$ cat src/rtl/idx_ea_gen.sv
module idx_ea_gen (
  input  logic        clk,
  input  logic        rst_n,
  input  logic        start,
  input  logic [3:0]  mode,
  input  logic        indirect,
  input  logic [15:0] base,
  input  logic [7:0]  acc_a,
  input  logic [7:0]  acc_b,
  input  logic [15:0] pc_in,
  output logic        mem_rd,
  output logic [15:0] mem_addr,
  input  logic [7:0]  mem_data,
  output logic        busy,
  output logic        done,
  output logic [15:0] ea,
  output logic [15:0] pc_out
);
  typedef enum logic [2:0] {S_IDLE, S_OFF1, S_OFF2, S_ADD, S_PTR1, S_PTR2} st_t;
  st_t st;

  logic [3:0]  r_mode;
  logic        r_ind;
  logic [15:0] r_base, r_pc, r_off, ea_r;
  logic [7:0]  r_a, r_b, ptr_hi;

  wire in_b8   = (mode == 4'd8) || (mode == 4'd12);
  wire in_b16  = (mode == 4'd9) || (mode == 4'd13);
  wire r_b16   = (r_mode == 4'd9) || (r_mode == 4'd13);
  wire r_pcrel = (r_mode == 4'd12) || (r_mode == 4'd13);

  logic [15:0] offset;
  always_comb begin
    case (r_mode)
      4'd5:                      offset = {{8{r_b[7]}}, r_b};
      4'd6:                      offset = {{8{r_a[7]}}, r_a};
      4'd11:                     offset = {r_a, r_b};
      4'd8, 4'd9, 4'd12, 4'd13:  offset = r_off;
      default:                   offset = 16'h0000;
    endcase
  end

  wire [15:0] sum = (r_pcrel ? r_pc : r_base) + offset;

  assign busy     = (st != S_IDLE);
  assign mem_rd   = (st == S_OFF1) || (st == S_OFF2) || (st == S_PTR1) || (st == S_PTR2);
  assign mem_addr = (st == S_PTR1) ? ea_r : (st == S_PTR2) ? ea_r + 16'd1 : r_pc;
  assign ea       = ea_r;
  assign pc_out   = r_pc;

  always_ff @(posedge clk) begin
    if (!rst_n) begin
      st     <= S_IDLE;
      done   <= 1'b0;
      r_mode <= 4'd0;
      r_ind  <= 1'b0;
      r_base <= 16'h0;
      r_pc   <= 16'h0;
      r_off  <= 16'h0;
      r_a    <= 8'h0;
      r_b    <= 8'h0;
      ea_r   <= 16'h0;
      ptr_hi <= 8'h0;
    end else begin
      done <= 1'b0;
      case (st)
        S_IDLE: if (start) begin
          r_mode <= mode;
          r_ind  <= indirect;
          r_base <= base;
          r_pc   <= pc_in;
          r_a    <= acc_a;
          r_b    <= acc_b;
          st     <= (in_b8 || in_b16) ? S_OFF1 : S_ADD;
        end
        S_OFF1: begin
          r_pc <= r_pc + 16'd1;
          if (r_b16) begin
            r_off[15:8] <= mem_data;
            st <= S_OFF2;
          end else begin
            r_off <= {{8{mem_data[7]}}, mem_data};
            st <= S_ADD;
          end
        end
        S_OFF2: begin
          r_pc       <= r_pc + 16'd1;
          r_off[7:0] <= mem_data;
          st         <= S_ADD;
        end
        S_ADD: begin
          ea_r <= sum;
          if (r_ind) st <= S_PTR1;
          else begin
            done <= 1'b1;
            st   <= S_IDLE;
          end
        end
        S_PTR1: begin
          ptr_hi <= mem_data;
          st     <= S_PTR2;
        end
        S_PTR2: begin
          ea_r <= {ptr_hi, mem_data};
          done <= 1'b1;
          st   <= S_IDLE;
        end
        default: st <= S_IDLE;
      endcase
    end
  end

  p_done_pulse_r10: assert property (@(posedge clk) disable iff (!rst_n)
    done |=> !done);
  p_busy_ignore_r10: assert property (@(posedge clk) disable iff (!rst_n)
    (busy && start) |=> $stable(r_mode) && $stable(r_base));
  p_ptr_order_r8: assert property (@(posedge clk) disable iff (!rst_n)
    (st == S_PTR1) |=> mem_rd && (mem_addr == $past(mem_addr) + 16'd1));
  p_ptr_result_r8: assert property (@(posedge clk) disable iff (!rst_n)
    (st == S_PTR2) |=> done && (ea == {$past(ptr_hi), $past(mem_data)}));
  p_pc_step_r5: assert property (@(posedge clk) disable iff (!rst_n)
    (st == S_OFF1) |=> pc_out == $past(pc_out) + 16'd1);
  p_idle_quiet_r1: assert property (@(posedge clk) disable iff (!rst_n)
    !busy |-> !mem_rd);
  p_accept_r11: assert property (@(posedge clk) disable iff (!rst_n)
    (start && !busy) |=> busy && !done);
endmodule

$ cat config.mk
export PLATFORM = sky130hd
export DESIGN_NAME = idx_ea_gen
export DESIGN_NICKNAME = d
export VERILOG_FILES = /design/src/rtl/idx_ea_gen.sv
export SDC_FILE = /design/constraint.sdc
export NUM_CORES = 1
export LEC_CHECK = 0
export BUFFER_PORTS_ARGS = -buffer_cell sky130_fd_sc_hd__buf_2
export CORE_MARGIN = 2
export CORE_UTILIZATION = 24
export CTS_CLUSTER_DIAMETER = 200
export CTS_CLUSTER_SIZE = 10
export DETAILED_ROUTE_END_ITERATION = 8
export GPL_ROUTABILITY_DRIVEN = 1
export MAX_ROUTING_LAYER = met4
export PLACE_DENSITY_LB_ADDON = 0.3
export SYNTH_ARGS = -nofsm -noshare
export SYNTH_HDL_FRONTEND = slang
export SYNTH_SLANG_ARGS = --single-unit
$ cat constraint.sdc
create_clock -name clk -period 6.6 [get_ports clk]
set_clock_uncertainty 0.15 [all_clocks]
set_input_delay 0 -clock clk [delete_from_list [all_inputs] [get_ports clk]]
set_output_delay 0 -clock clk [all_outputs]
set_load 0.005 [all_outputs]
==> impl_metrics.toml <==
[cells_and_area]
diodes = 0
fill_cells = 2418
area_delta_synth_final_pct = 30.5
fin_nets = 930
final_util_pct = 32.1
drive_above_1_share_pct = 18.1

[placed_design]
dp_hpwl_mm = 14.5
gp_congestion = 0.890
port_buffers = 114

[power]
switching_share_pct = 30.9
max-vdd-ir-drop_v = 0.000102
cellLeakagePower_nw = 2.94
power_density_nw_per_um2 = 204
intPower_mw = 1.03
power.switching_uw = 460
p_seq_share_pct = 46.4
power_mw = 1.49
clock_power_share_pct = 33.9
p_comb_share_pct = 19.7

[clocking]
cts.sinks = 97
ctsHtreeMaxLevel = 3
cts_buffers = 9
clockBufferDepth = 2
worstSkewPairLatency_ns = 0.36
cts_tree = "yes"
cts_root_buf = "clkbuf_16"
path_clk_slew_ns = 0.07
ctsResizeCount = 0

[setup_path]
crit_arrival_ns = 3.94
worstPathMaxFanout = 24
rrSetupSlack_ns = 2.75
worstPathRequired_ns = 6.69
crit_type = "reg2reg"
reg2regPathDepth = 11
cp-start-kind = "flop"
endpoint_kind = "flop"
timing.rr.end = "ea[15]"
r2r-start = "r_mode[3]"

[timing]
period_minus_slack_ns = 3.85
final.setup.tns_ns = 0
setup_viol = 0
hold_violations = 0
fmax_ghz = 0.260
whs_ns = 0.238
rsz0062_at_grt = "false"
worst_pin_slew_ns = 1.15
fin_crit_sh_pct = 58.4
slew_headroom_pct = 22.9
drv_slew = 0

[hold_path]
min_to = "pc_out[1]"
hp-start = "rst_n"
hold_path_depth = 3
hold_path.class = "in2reg"

[yosys]
synthFlopType = "dfxtp_1"
synth_edf_count = 0
syn-cell-area_um2 = 5600
synthArstFlopShare_pct = 0
avgSynthCellArea_um2 = 7.99
synth.distinct_cells = 54
syn-num-nets = 783
yosys_warnings = 0
ys_seq_elements = 97
seq_area_frac_synth_pct = 34.7
postSynthCellCount = 701

[die]
ios = 115
die_y_um = 157
dieArea_um2 = 24600
die_x_um = 157
coreArea_um2 = 22800
start_util_pct = 24.6
num_rows = 55

[global_routing]
grt_max_degree = 99
first_global_vias = 5480
antenna_found_initial = 0
grt_pass1_wl_mm = 30.6
grt-ovfl-total = 0
grtUsageTotal_pct = 16.8

[route]
wl_mm = 19.8
dr.pass1.iters = 7
vias = 5613
drtAntennaViolNets = 0
drc = 0
viasPerCell = 4.81
drt_iter0_markers = 543
routedWlPerCell_um = 16.9

[outcome]
outcome = "finished, final reports clean"

[flow_run]
drv_cap = 0
## power by group through the flow
stage	Combinational, mW	Sequential [mW]	Clock, mW
2_1_floorplan	0.181	0.671	0
3_3_place_gp	0.265	0.705	0
3_5_place_dp	0.266	0.705	0
4_1_cts	0.296	0.692	0.520
5_1_grt	0.329	0.697	0.539
6_report	0.293	0.691	0.506
## registers in the layout, summed over array words and instances, names as in the netlist
signal and cells:
r_a 8, ea 16, ptr_hi 8, r_off 16, r_b 8, r_base 16, r_mode 4, done 1
st 3, r_ind 1, pc_out 16
## cell type report
| cell class | count | area, um2 | share of cell area [%] |
|---|---|---|---|
| multi-input cells | 540 | 3400 | 46.5 |
| clock inverters | 4 | 28.8 | 0.393 |
| inverters | 18 | 67.6 | 0.924 |
| well taps | 313 | 392 | 5.36 |
| flip-flops and latches | 97 | 1940 | 26.6 |
| repair buffers | 182 | 1240 | 16.9 |
| clock buffers | 12 | 246 | 3.37 |
## metrics by stage
stage,setup slack [ns],instance area (um2),instances
2_1_floorplan,3.34,5600,701
3_3_place_gp,2.87,6420,1088
3_5_place_dp,2.79,6420,1088
4_1_cts,2.77,7310,1166
5_1_grt,2.45,7310,1166
6_report,2.75,7310,1166
## cell families (layout without fill, tap and decap cells)
family	Yosys count	in the layout	synth area share, %
and+or+nand+nor	248	248	20.7
AOI/OAI and AO/OA	220	220	26.5
DFF	97	97	34.7
buffers and inverters	64	216	4.69
xor gates and xnor gates	28	28	4.38
muxes	26	26	4.98
adders and majority gates	18	18	4.15
## timing repair
action,CTS,global route
hold endpoints to repair,87,0
buffers inserted,0,0
hold buffers,62,0
## cells in the mapped netlist, types with 2 or more instances
library cell / number / share of area (%)
o21ai_0: 64 / 5.7
nor2b_1: 18 / 2.0
mux2_2: 15 / 3.0
buf_6: 2 / 0.40
o211ai_1: 3 / 0.40
a21boi_0: 53 / 7.1
a222oi_1: 7 / 1.3
a221o_1: 9 / 1.6
a32oi_1: 2 / 0.31
mux2i_1: 11 / 2.0
nor3_1: 6 / 0.54
nand2_1: 141 / 9.4
nor3b_1: 4 / 0.54
a221oi_1: 6 / 0.94
nor2_1: 26 / 1.7
nand3b_1: 3 / 0.40
a21boi_1: 2 / 0.27
nand4_1: 9 / 1.0
ha_1: 17 / 3.8
a311oi_1: 4 / 0.63
buf_2: 6 / 0.54
a22oi_1: 7 / 0.94
and3_1: 7 / 0.78
o22ai_1: 2 / 0.22
buf_1: 2 / 0.13
a22o_1: 7 / 1.1
xor2_1: 18 / 2.8
a21oi_1: 28 / 2.5
and2_1: 7 / 0.78
dfxtp_1: 97 / 35
inv_1: 18 / 1.2
xnor2_1: 10 / 1.6
nand2b_1: 7 / 0.78
a31oi_1: 11 / 1.2
a21o_1: 3 / 0.40
o21a_1: 2 / 0.27
and4_1: 5 / 0.78
nand3_1: 11 / 0.98
clkbuf_1: 36 / 2.4
## cells in the final DEF, fill, tap and decap left out, types with 4 or more instances in the layout
master,count
nand2_1,141
buf_2,114
dfxtp_1,97
o21ai_0,64
dlygate4sd3_1,62
a21boi_0,53
a21oi_1,28
nor2_1,26
nor2b_1,18
inv_1,18
xor2_1,18
ha_1,17
mux2_2,15
nand3_1,11
mux2i_1,11
a31oi_1,11
xnor2_1,10
a221o_1,9
nand4_1,9
clkbuf_16,9
and3_1,7
nand2b_1,7
a222oi_1,7
a22oi_1,7
a22o_1,7
nor3_1,6
and2_1,6
a221oi_1,6
buf_4,6
and4_1,5
nor3b_1,4
a311oi_1,4
## layer usage
layer  routed length, um  vias to the layer above  global-route usage (%)  share of wire, %
met5                   0                        -                       -                 0
met4                 313                        0                    4.98               1.6
met3                 949                       24                    3.18               4.8
met2                9100                      159                    26.4                46
met1                9390                     2627                    21.8                48
li1                    -                     2803                       -                 -
## worst max-delay path by stage
| stage | endpoint | slack [ns] | cells past startpoint | from |
|---|---|---|---|---|
| 5_1_grt | ea[13] | 2.45 | 11 | r_mode[3] |
| 4_1_cts | ea[15] | 2.77 | 11 | r_mode[3] |
| 3_5_place_dp | ea[15] | 2.79 | 11 | r_mode[3] |
| 2_1_floorplan | ea[15] | 3.34 | 12 | r_mode[1] |
| 3_3_place_gp | ea[15] | 2.87 | 11 | r_mode[3] |
| 6_report | ea[15] | 2.75 | 11 | r_mode[3] |
## worst max-delay path: stages, from the launching register on
cell and delay (ns):
dfxtp_1 0.41, nor2b_1 0.15, buf_4 0.26, nand2_1 0.49, mux2_2 0.46, ha_1 0.35, and3_1 0.25, and3_1 0.19
a221oi_1 0.52, a32oi_1 0.21, xnor2_1 0.19, o21ai_0 0.08
(Power assumes the default switching activity.)
